<file path="config.mk">
export PLATFORM = sky130hd
export DESIGN_NAME = sdram_sleep_seq
export DESIGN_NICKNAME = d
export VERILOG_FILES = /design/src/rtl/sdram_sleep_pkg.sv /design/src/rtl/sleep_rst_sync.sv /design/src/rtl/sleep_timer.sv /design/src/rtl/sleep_evt_cnt.sv /design/src/rtl/sleep_cmd_enc.sv /design/src/rtl/sdram_sleep_seq.sv
export SDC_FILE = /design/constraint.sdc
export NUM_CORES = 1
export LEC_CHECK = 0
export ABC_AREA = 1
export CAP_MARGIN = 20
export CORE_ASPECT_RATIO = 1.2
export CORE_UTILIZATION = 40
export CTS_CLUSTER_DIAMETER = 60
export CTS_CLUSTER_SIZE = 40
export DETAILED_ROUTE_END_ITERATION = 6
export PLACE_DENSITY = 0.65
export SKIP_CTS_REPAIR_TIMING = 1
export SLEW_MARGIN = 20
export SYNTH_ARGS = -nofsm -noshare
export SYNTH_HDL_FRONTEND = slang
export SYNTH_SLANG_ARGS = --single-unit
</file>
<file path="constraint.sdc">
create_clock -name clk -period 2.3 [get_ports clk]
set_clock_uncertainty 0.15 [all_clocks]
set_input_delay 0.46 -clock clk [delete_from_list [all_inputs] [get_ports clk]]
set_output_delay 0.46 -clock clk [all_outputs]
set_load 0.02 [all_outputs]
</file>
<file path="src/rtl/sdram_sleep_pkg.sv">
package sdram_sleep_pkg;

  typedef enum logic [2:0] {
    ST_IDLE   = 3'd0,
    ST_PRE    = 3'd1,
    ST_ENTER  = 3'd2,
    ST_IN_SR  = 3'd3,
    ST_WAIT   = 3'd4,
    ST_EXIT   = 3'd5,
    ST_REFR   = 3'd6
  } sr_state_t;

  typedef struct packed {
    logic cs_n;
    logic ras_n;
    logic cas_n;
    logic we_n;
  } sd_cmd_t;

  localparam sd_cmd_t CMD_NOP = '{cs_n: 1'b0, ras_n: 1'b1, cas_n: 1'b1, we_n: 1'b1};
  localparam sd_cmd_t CMD_PRE = '{cs_n: 1'b0, ras_n: 1'b0, cas_n: 1'b1, we_n: 1'b0};
  localparam sd_cmd_t CMD_REF = '{cs_n: 1'b0, ras_n: 1'b0, cas_n: 1'b0, we_n: 1'b1};

  function automatic int max2(input int a, input int b);
    return (a > b) ? a : b;
  endfunction

endpackage

</file>
<file path="src/rtl/sleep_rst_sync.sv">
module sleep_rst_sync (
  input  logic clk,
  input  logic rst_n,
  output logic rst_n_sync
);
  logic [1:0] sync_q;

  always_ff @(posedge clk or negedge rst_n) begin
    if (!rst_n) sync_q <= 2'b00;
    else        sync_q <= {sync_q[0], 1'b1};
  end

  assign rst_n_sync = sync_q[1];
endmodule

</file>
<file path="src/rtl/sleep_timer.sv">
module sleep_timer #(
  parameter int W = 4
) (
  input  logic         clk,
  input  logic         rst_n,
  input  logic         load,
  input  logic [W-1:0] load_val,
  output logic         zero
);
  logic [W-1:0] cnt_q;
  logic [W-1:0] cnt_d;
  logic         cnt_en;

  assign zero   = (cnt_q == '0);
  assign cnt_en = load | ~zero;
  assign cnt_d  = load ? load_val : (cnt_q - 1'b1);

  always_ff @(posedge clk or negedge rst_n) begin
    if (!rst_n)      cnt_q <= '0;
    else if (cnt_en) cnt_q <= cnt_d;
  end
endmodule

</file>
<file path="src/rtl/sleep_evt_cnt.sv">
module sleep_evt_cnt #(
  parameter int W = 2
) (
  input  logic         clk,
  input  logic         rst_n,
  input  logic         clr,
  input  logic         inc,
  output logic [W-1:0] value
);
  logic [W-1:0] val_q;
  logic [W-1:0] val_d;
  logic         val_en;

  assign val_en = clr | inc;
  assign val_d  = clr ? '0 : (val_q + 1'b1);

  always_ff @(posedge clk or negedge rst_n) begin
    if (!rst_n)      val_q <= '0;
    else if (val_en) val_q <= val_d;
  end

  assign value = val_q;
endmodule

</file>
<file path="src/rtl/sleep_cmd_enc.sv">
module sleep_cmd_enc
  import sdram_sleep_pkg::*;
(
  input  sr_state_t state,
  input  logic      slot,
  output logic      cke,
  output sd_cmd_t   cmd,
  output logic      a10
);
  always_comb begin
    cmd = CMD_NOP;
    a10 = 1'b0;
    cke = 1'b1;
    unique case (state)
      ST_PRE:   if (slot) begin cmd = CMD_PRE; a10 = 1'b1; end
      ST_ENTER: begin cmd = CMD_REF; cke = 1'b0; end
      ST_IN_SR: cke = 1'b0;
      ST_WAIT:  cke = 1'b0;
      ST_REFR:  if (slot) cmd = CMD_REF;
      default:  ;
    endcase
  end
endmodule

</file>
<file path="src/rtl/sdram_sleep_seq.sv">
module sdram_sleep_seq
  import sdram_sleep_pkg::*;
#(
  parameter int T_RAS = 5,
  parameter int T_RP  = 2,
  parameter int T_XSR = 8,
  parameter int T_RFC = 7,
  parameter int N_REF = 1
) (
  input  logic       clk,
  input  logic       rst_n,
  input  logic       sleep_req,
  input  logic       wake_req,
  input  logic       clk_stable,
  output logic       cke,
  output logic       cs_n,
  output logic       ras_n,
  output logic       cas_n,
  output logic       we_n,
  output logic       a10,
  output logic       ready,
  output logic [2:0] state_o
);
  localparam int RAS_EFF  = max2(T_RAS, 1);
  localparam int RP_EFF   = max2(T_RP, 1);
  localparam int XSR_EFF  = max2(T_XSR, 2);
  localparam int RFC_EFF  = max2(T_RFC, 1);
  localparam int NREF_EFF = max2(N_REF, 1);
  localparam int MAX_DUR  = max2(max2(RAS_EFF, RP_EFF), max2(XSR_EFF, RFC_EFF));
  localparam int CNT_W    = max2($clog2(MAX_DUR + 1), 1);
  localparam int RC_W     = max2($clog2(NREF_EFF + 1), 1);

  localparam logic [CNT_W-1:0] LD_RAS = CNT_W'(RAS_EFF - 1);
  localparam logic [CNT_W-1:0] LD_RP  = CNT_W'(RP_EFF - 1);
  localparam logic [CNT_W-1:0] LD_XSR = CNT_W'(XSR_EFF - 1);
  localparam logic [CNT_W-1:0] LD_RFC = CNT_W'(RFC_EFF - 1);
  localparam logic [RC_W-1:0]  LAST_REF = RC_W'(NREF_EFF - 1);

  logic             rst_ni;
  sr_state_t        state_q, state_d;
  logic             slot_q, slot_d;
  logic             wake_q, wake_d, wake_en;
  logic             tmr_load, tmr_zero;
  logic [CNT_W-1:0] tmr_val;
  logic             rc_clr, rc_inc;
  logic [RC_W-1:0]  rc_val;
  sd_cmd_t          cmd;

  sleep_rst_sync u_rst (
    .clk        (clk),
    .rst_n      (rst_n),
    .rst_n_sync (rst_ni)
  );

  sleep_timer #(.W(CNT_W)) u_tmr (
    .clk      (clk),
    .rst_n    (rst_ni),
    .load     (tmr_load),
    .load_val (tmr_val),
    .zero     (tmr_zero)
  );

  sleep_evt_cnt #(.W(RC_W)) u_refcnt (
    .clk   (clk),
    .rst_n (rst_ni),
    .clr   (rc_clr),
    .inc   (rc_inc),
    .value (rc_val)
  );

  sleep_cmd_enc u_enc (
    .state (state_q),
    .slot  (slot_q),
    .cke   (cke),
    .cmd   (cmd),
    .a10   (a10)
  );

  // next-state and timer control
  always_comb begin
    state_d  = state_q;
    slot_d   = 1'b0;
    tmr_load = 1'b0;
    tmr_val  = '0;
    rc_clr   = 1'b0;
    rc_inc   = 1'b0;
    unique case (state_q)
      ST_IDLE: begin
        if (sleep_req) begin
          state_d  = ST_PRE;
          tmr_load = 1'b1;
          tmr_val  = LD_RP;
          slot_d   = 1'b1;
        end
      end
      ST_PRE: begin
        if (tmr_zero) state_d = ST_ENTER;
      end
      ST_ENTER: begin
        state_d  = ST_IN_SR;
        tmr_load = 1'b1;
        tmr_val  = LD_RAS;
      end
      ST_IN_SR: begin
        if (tmr_zero && (wake_q || wake_req)) state_d = ST_WAIT;
      end
      ST_WAIT: begin
        if (clk_stable) begin
          state_d  = ST_EXIT;
          tmr_load = 1'b1;
          tmr_val  = LD_XSR;
        end
      end
      ST_EXIT: begin
        if (tmr_zero) begin
          state_d  = ST_REFR;
          tmr_load = 1'b1;
          tmr_val  = LD_RFC;
          slot_d   = 1'b1;
          rc_clr   = 1'b1;
        end
      end
      ST_REFR: begin
        if (tmr_zero) begin
          if (rc_val == LAST_REF) begin
            state_d = ST_IDLE;
          end else begin
            tmr_load = 1'b1;
            tmr_val  = LD_RFC;
            slot_d   = 1'b1;
            rc_inc   = 1'b1;
          end
        end
      end
      default: state_d = ST_IDLE;
    endcase
  end

  // wake latch: armed during entry and residency, cleared when residency ends
  always_comb begin
    wake_en = 1'b0;
    wake_d  = wake_q;
    if (state_q == ST_IN_SR && state_d != ST_IN_SR) begin
      wake_en = 1'b1;
      wake_d  = 1'b0;
    end else if (wake_req && (state_q == ST_PRE || state_q == ST_ENTER ||
                              state_q == ST_IN_SR)) begin
      wake_en = 1'b1;
      wake_d  = 1'b1;
    end
  end

  always_ff @(posedge clk or negedge rst_ni) begin
    if (!rst_ni) begin
      state_q <= ST_IDLE;
      slot_q  <= 1'b0;
    end else begin
      state_q <= state_d;
      slot_q  <= slot_d;
    end
  end

  always_ff @(posedge clk or negedge rst_ni) begin
    if (!rst_ni)      wake_q <= 1'b0;
    else if (wake_en) wake_q <= wake_d;
  end

  assign cs_n    = cmd.cs_n;
  assign ras_n   = cmd.ras_n;
  assign cas_n   = cmd.cas_n;
  assign we_n    = cmd.we_n;
  assign ready   = (state_q == ST_IDLE);
  assign state_o = state_q;
endmodule

</file>
# Yosys cells after proc, flatten, opt, wreduce, memory -nomap -nowiden
# Cells that the tools add are included.
# op_classes
addsub	2
eq_ne	7
muxes	35
bitwise	3
n_reduce_logical	11
# ops
cell	count
two-way mux 3 bit	13
case mux 3 bit (7 select lines)	1
two-way mux 1 bit	16
case mux 3 bit (5 select lines)	1
case mux 4 bit (3 select lines)	1
equality test 3 bit (second input constant)	3
equality test 3 x 2 -> 1 bit (second input constant)	2
case mux 1 bit (5 select lines)	1
logical NOT 4 bit	1
two-way mux 4 bit	1
subtractor 4 x 1 -> 4 bit (second input constant)	1
equality test 3 x 1 -> 1 bit (second input constant)	1
logical AND 1 bit	3
logical NOT 3 bit	1
logical OR 1 bit	3
inequality test 3 x 2 -> 1 bit (second input constant)	1
case mux 1 bit (3 select lines)	1
OR reduction 3 bit	1
bitwise OR 1 bit	2
AND reduction 2 bit	1
nonzero test 2 bit	1
adder 1 bit (second input constant)	1
NOT 1 bit	1
# word_totals
regBits	12
in_bits	5
output_inout_bits	10
word_cells	64

# Logic depth before layout (Yosys ltp)
# logic_depth
word_depth	8
depth_mapped	8
depth_no_buf	8

# Cells and area by module
# From an unflattened synthesis, not the netlist that was laid out.
# unflattened
hier_cells	113
area_unflattened_um2	794.5
# by_module_without_submodules
mod	n_inst	cells_each	area_each_um2	seq_area_each_um2
sdram_sleep_seq	1	51	359.1	125.1
sleep_timer	1	37	255.2	100.1
sleep_cmd_enc	1	16	82.6	0.0
sleep_rst_sync	1	3	53.8	50.0
sleep_evt_cnt	1	6	43.8	25.0

# Least setup slack after synthesis
# Ideal clock, no wire load.
# synth_timing
path_kind	register to output
start	reg state_q[2] (netlist: state_o[2])
end	out ras_n
arrival_ns	1.385
t_required_ns	1.690
path_slack_ns	0.305
stages_incl_launch_ff	6
path_buffers	1
cell_sequence	dfrtp_1 > buf_4 > nor3_1 > nand2_1 > inv_1 > a21oi_1
# synth_via
elab_chain_len	2
word_cells_on_any_way	4
classes_between	eq/ne: 3; mux: 1
# synth_lines
element	line	source
start, declared	sdram_sleep_seq.sv:40	sr_state_t state_q, state_d;
start signal, assigned	sdram_sleep_seq.sv:158	state_q <= state_d;
equality test 3 bit, or another cell as far along	sleep_cmd_enc.sv:14	unique case (state)
case mux 4 bit (3 select lines) *	sleep_cmd_enc.sv:14	
end, declared	sdram_sleep_seq.sv:17	output logic ras_n,
# Mark *: on every way between the ends. The rest lies on a longest branch, timed or not.

# Worst setup path in the final report
# layout_timing
start	reg state_q[0] (netlist: state_o[0])
end	out ras_n
# The elaborated chain is that of the path after synthesis.

==> impl_summary.md <==
Global routing
The via count of the first global-routing pass is 614. The pin count of the biggest net entering global routing is 11. Across every metal layer, demand over resource in global routing totals 0.192. The initial antenna violation count is 0. The first-pass GRT wire length is 2370 um. Summed over all layers, the global routing overflow is 0.

Timing
The number of pins with negative max-slew slack in the final report came to 0. Setup repair after global routing left no endpoint under its margin. The setup total negative slack is 0 ps. The number of setup violations in the final report is 0. The number of failing hold endpoints at the final stage came to 0. Based on the critical path, the design can be clocked at up to 464 MHz. The smallest clock period supported by the final layout is computed as 2150 ps. The final clock period utilization by the worst path is 0.936.

Yosys
The synthesized area divided by synthesized cell count is 7.33 um2. Yosys printed 0 warnings. Synthesis handed over a netlist of 94 instances. The sequential cell area fraction in the yosys report is 0.436. The cell area that synthesis handed to floorplanning was 689 um2. The register bit count reported by yosys is 12. Synthesis produced a netlist with a net count of 100.

The number of distinct library cells after synthesis is 23.

Route
After detailed routing, the number of vias per cell comes to 4.89. The remaining number of nets flagged by the antenna check after routing is 0. For this run, design rule violations remaining after detail routing come to 0. The routed wirelength normalized by instance count is 11.7 um. The wire length reported by the detailed router is 1540 um. The via count of the routed design is 646.

The count of routing violations after the opening detailed-route iteration is 14. The first-pass detailed-route iteration total is 4.

Cells and area
The repair_antennas step left the layout with diodes totalling 0. The area of all sequential standard cells is 300 um2. At the end of the flow, the number of nets in the layout was 121. The area used by multi-input combinational logic is 312 um2. The total of fill cells in the finished design is 167.

At the end of the flow the core is filled with cells to 0.566. The most frequent standard cell in the layout excluding fill and tap cells is sky130_fd_sc_hd__nand2_1. In the final layout, the share of cells above drive strength 1 is 0.158. In the layout the commonest cells are 22 x sky130_fd_sc_hd__nand2_1, 14 x sky130_fd_sc_hd__inv_1, 12 x sky130_fd_sc_hd__dfrtp_1.

Compared with the post-synthesis result, the final layout area differs by 33.2%.

Power
The power consumption is 1.29 mW. The worst-case IR drop observed on VDD is 621 uV. The total power divided by cell area is 1400 nW/um2.

The leakage dissipation is 0.532 nW.

Worst setup path
Traced cell by cell, the critical path runs through inv_1 -> nand2_1 -> clkinv_2 -> nand2_1 -> or2_1 -> a21oi_1 -> dlymetal6s2s_1. The type of destination of the critical path is an output port. The highest net fanout along the worst path is 4.

For the worst setup path, the data required time is 1690 ps. The worst setup path is launched from a flip-flop. For this run, the slowest stage of the critical path takes 380 ps. The critical path data arrival time is 1540 ps. The worst setup path is of the flip-flop to output port kind. The most numerous cell type found on the critical path is sky130_fd_sc_hd__nand2_1. The critical path's slowest cell is sky130_fd_sc_hd__dfrtp_1.

Clocking
In this run, CTS created clock tree buffers numbering 3. Clock-pin slew was measured on the worst setup and hold paths at 80 ps. The level count of the clock H-tree is 1.

The clock passes through at most 2 buffers. The root cell of the clock tree is sky130_fd_sc_hd__clkbuf_4. The clock network latency to the later pin of the worst-skew pair is 280 ps.

CTS saw 12 sinks. TritonCTS built the clock tree.

Die
In this run the core area contains 16 standard-cell rows. From bottom edge to top edge, the die measures 47.5 um. The standard cell core area is 1620 um2. 15 I/O pins were placed.

The width of the die is 39.9 um. The die footprint is 1890 um2. For this configuration, the core starts out at a cell density of 0.425.

Placed design
The routability congestion estimate from global placement is 0.852. The number of port buffers is 13. The HPWL after detailed placement is 1220 um.

Flow run
The tool flagged a number of max-cap violations equal to 0.

Outcome
The flow ran to the end, and the final reports show no timing, DRC or antenna violations.

Min path
The path class of the tightest hold or removal check is flip-flop to async pin.
-- where the power goes --
part / internal (mW) / switching [mW]
logic: 0.327 / 0.448
registers: 0.287 / 0.0567
clock network: 0.0963 / 0.0741
total: 0.710 / 0.579
-- cell type report --
type | instances | area share
Clock buffer | 4 | 0.0395
Multi-Input combinational cell | 63 | 0.339
Timing Repair Buffer | 18 | 0.199
Sequential cell | 12 | 0.327
Inverter | 17 | 0.0708
Tap cell | 18 | 0.0245
-- critical path: cells and delay by family (launching register included) --
family / cells / cell delay (ps)
flops: 1 / 380
buf+inv: 3 / 380
compound gates: 1 / 130
simple gates: 3 / 380
-- worst paths after layout --
path / from / cells past startpoint / slack [ps] / endpoint
setup / recovery: state_o[0] / 7 / 150 / ras_n
hold / removal: u_rst.sync_q[1] / 0 / 4 / state_o[1]
setup reg to reg: u_tmr.cnt_q[0] / 8 / 740 / state_o[2]
hold reg to reg: u_rst.sync_q[1] / 0 / 4 / state_o[1]
max in group asynchronous: rst_n / 1 / 1690 / u_rst.sync_q[1]
min in group clk: u_rst.sync_q[0] / 0 / 200 / u_rst.sync_q[1]
-- flip-flops by register name, summed over array words and instances (netlist names) --
register        flops
u_refcnt.value      1
wake_q              1
state_o             3
u_tmr.cnt_q         4
u_rst.sync_q        2
slot_q              1
-- through the flow --
step | hold slack [ps] | std cells | instance area (um2) | setup slack (ps)
2_1_floorplan | -29.1 | 94 | 689 | 305
3_3_place_gp | 27.4 | 128 | 865 | 115
3_5_place_dp | 36.5 | 128 | 865 | 87.4
4_1_cts | 25.7 | 132 | 901 | -260
5_1_grt | 63.6 | 132 | 918 | 43.3
6_report | 3.82 | 132 | 918 | 146
-- cells in the mapped netlist --
cell type / number / area share
sky130_fd_sc_hd__nand2_1: 22 / 0.12
sky130_fd_sc_hd__inv_1: 14 / 0.076
sky130_fd_sc_hd__dfrtp_1: 12 / 0.44
sky130_fd_sc_hd__nand3_1: 9 / 0.065
sky130_fd_sc_hd__nor2_1: 9 / 0.049
sky130_fd_sc_hd__a21oi_1: 4 / 0.029
sky130_fd_sc_hd__a21boi_0: 2 / 0.022
sky130_fd_sc_hd__buf_4: 2 / 0.022
sky130_fd_sc_hd__conb_1: 2 / 0.011
sky130_fd_sc_hd__inv_2: 2 / 0.011
sky130_fd_sc_hd__nand4_1: 2 / 0.018
sky130_fd_sc_hd__nor2_2: 2 / 0.018
sky130_fd_sc_hd__nor3_1: 2 / 0.015
sky130_fd_sc_hd__a21oi_2: 1 / 0.013
sky130_fd_sc_hd__clkinv_2: 1 / 0.0073
sky130_fd_sc_hd__ha_1: 1 / 0.018
sky130_fd_sc_hd__nand2_2: 1 / 0.0091
sky130_fd_sc_hd__nand3b_1: 1 / 0.011
sky130_fd_sc_hd__o21ai_0: 1 / 0.0073
sky130_fd_sc_hd__o21ai_2: 1 / 0.013
sky130_fd_sc_hd__o21bai_1: 1 / 0.011
sky130_fd_sc_hd__o31ai_1: 1 / 0.011
sky130_fd_sc_hd__or2_1: 1 / 0.0091
-- per-layer routing --
layer	vias up	part of all wire	global-route usage
li1	334	-	-
met1	297	0.41	0.204
met2	11	0.54	0.345
met3	4	0.025	0.0419
met4	0	0.020	0.103
met5	-	0	0
-- cell families (layout without fill, tap and decap cells) --
kind of cell,Yosys count,in the layout,share of synthesized area
AND/OR/NAND/NOR,49,49,0.314
buffers and inverters,19,39,0.116
flip-flops,12,12,0.436
AO/OA/AOI/OAI,11,11,0.105
other,2,2,0.0109
adder cells (fa/ha/maj),1,1,0.0181
Note: power is estimated with default switching activity, not from simulation.
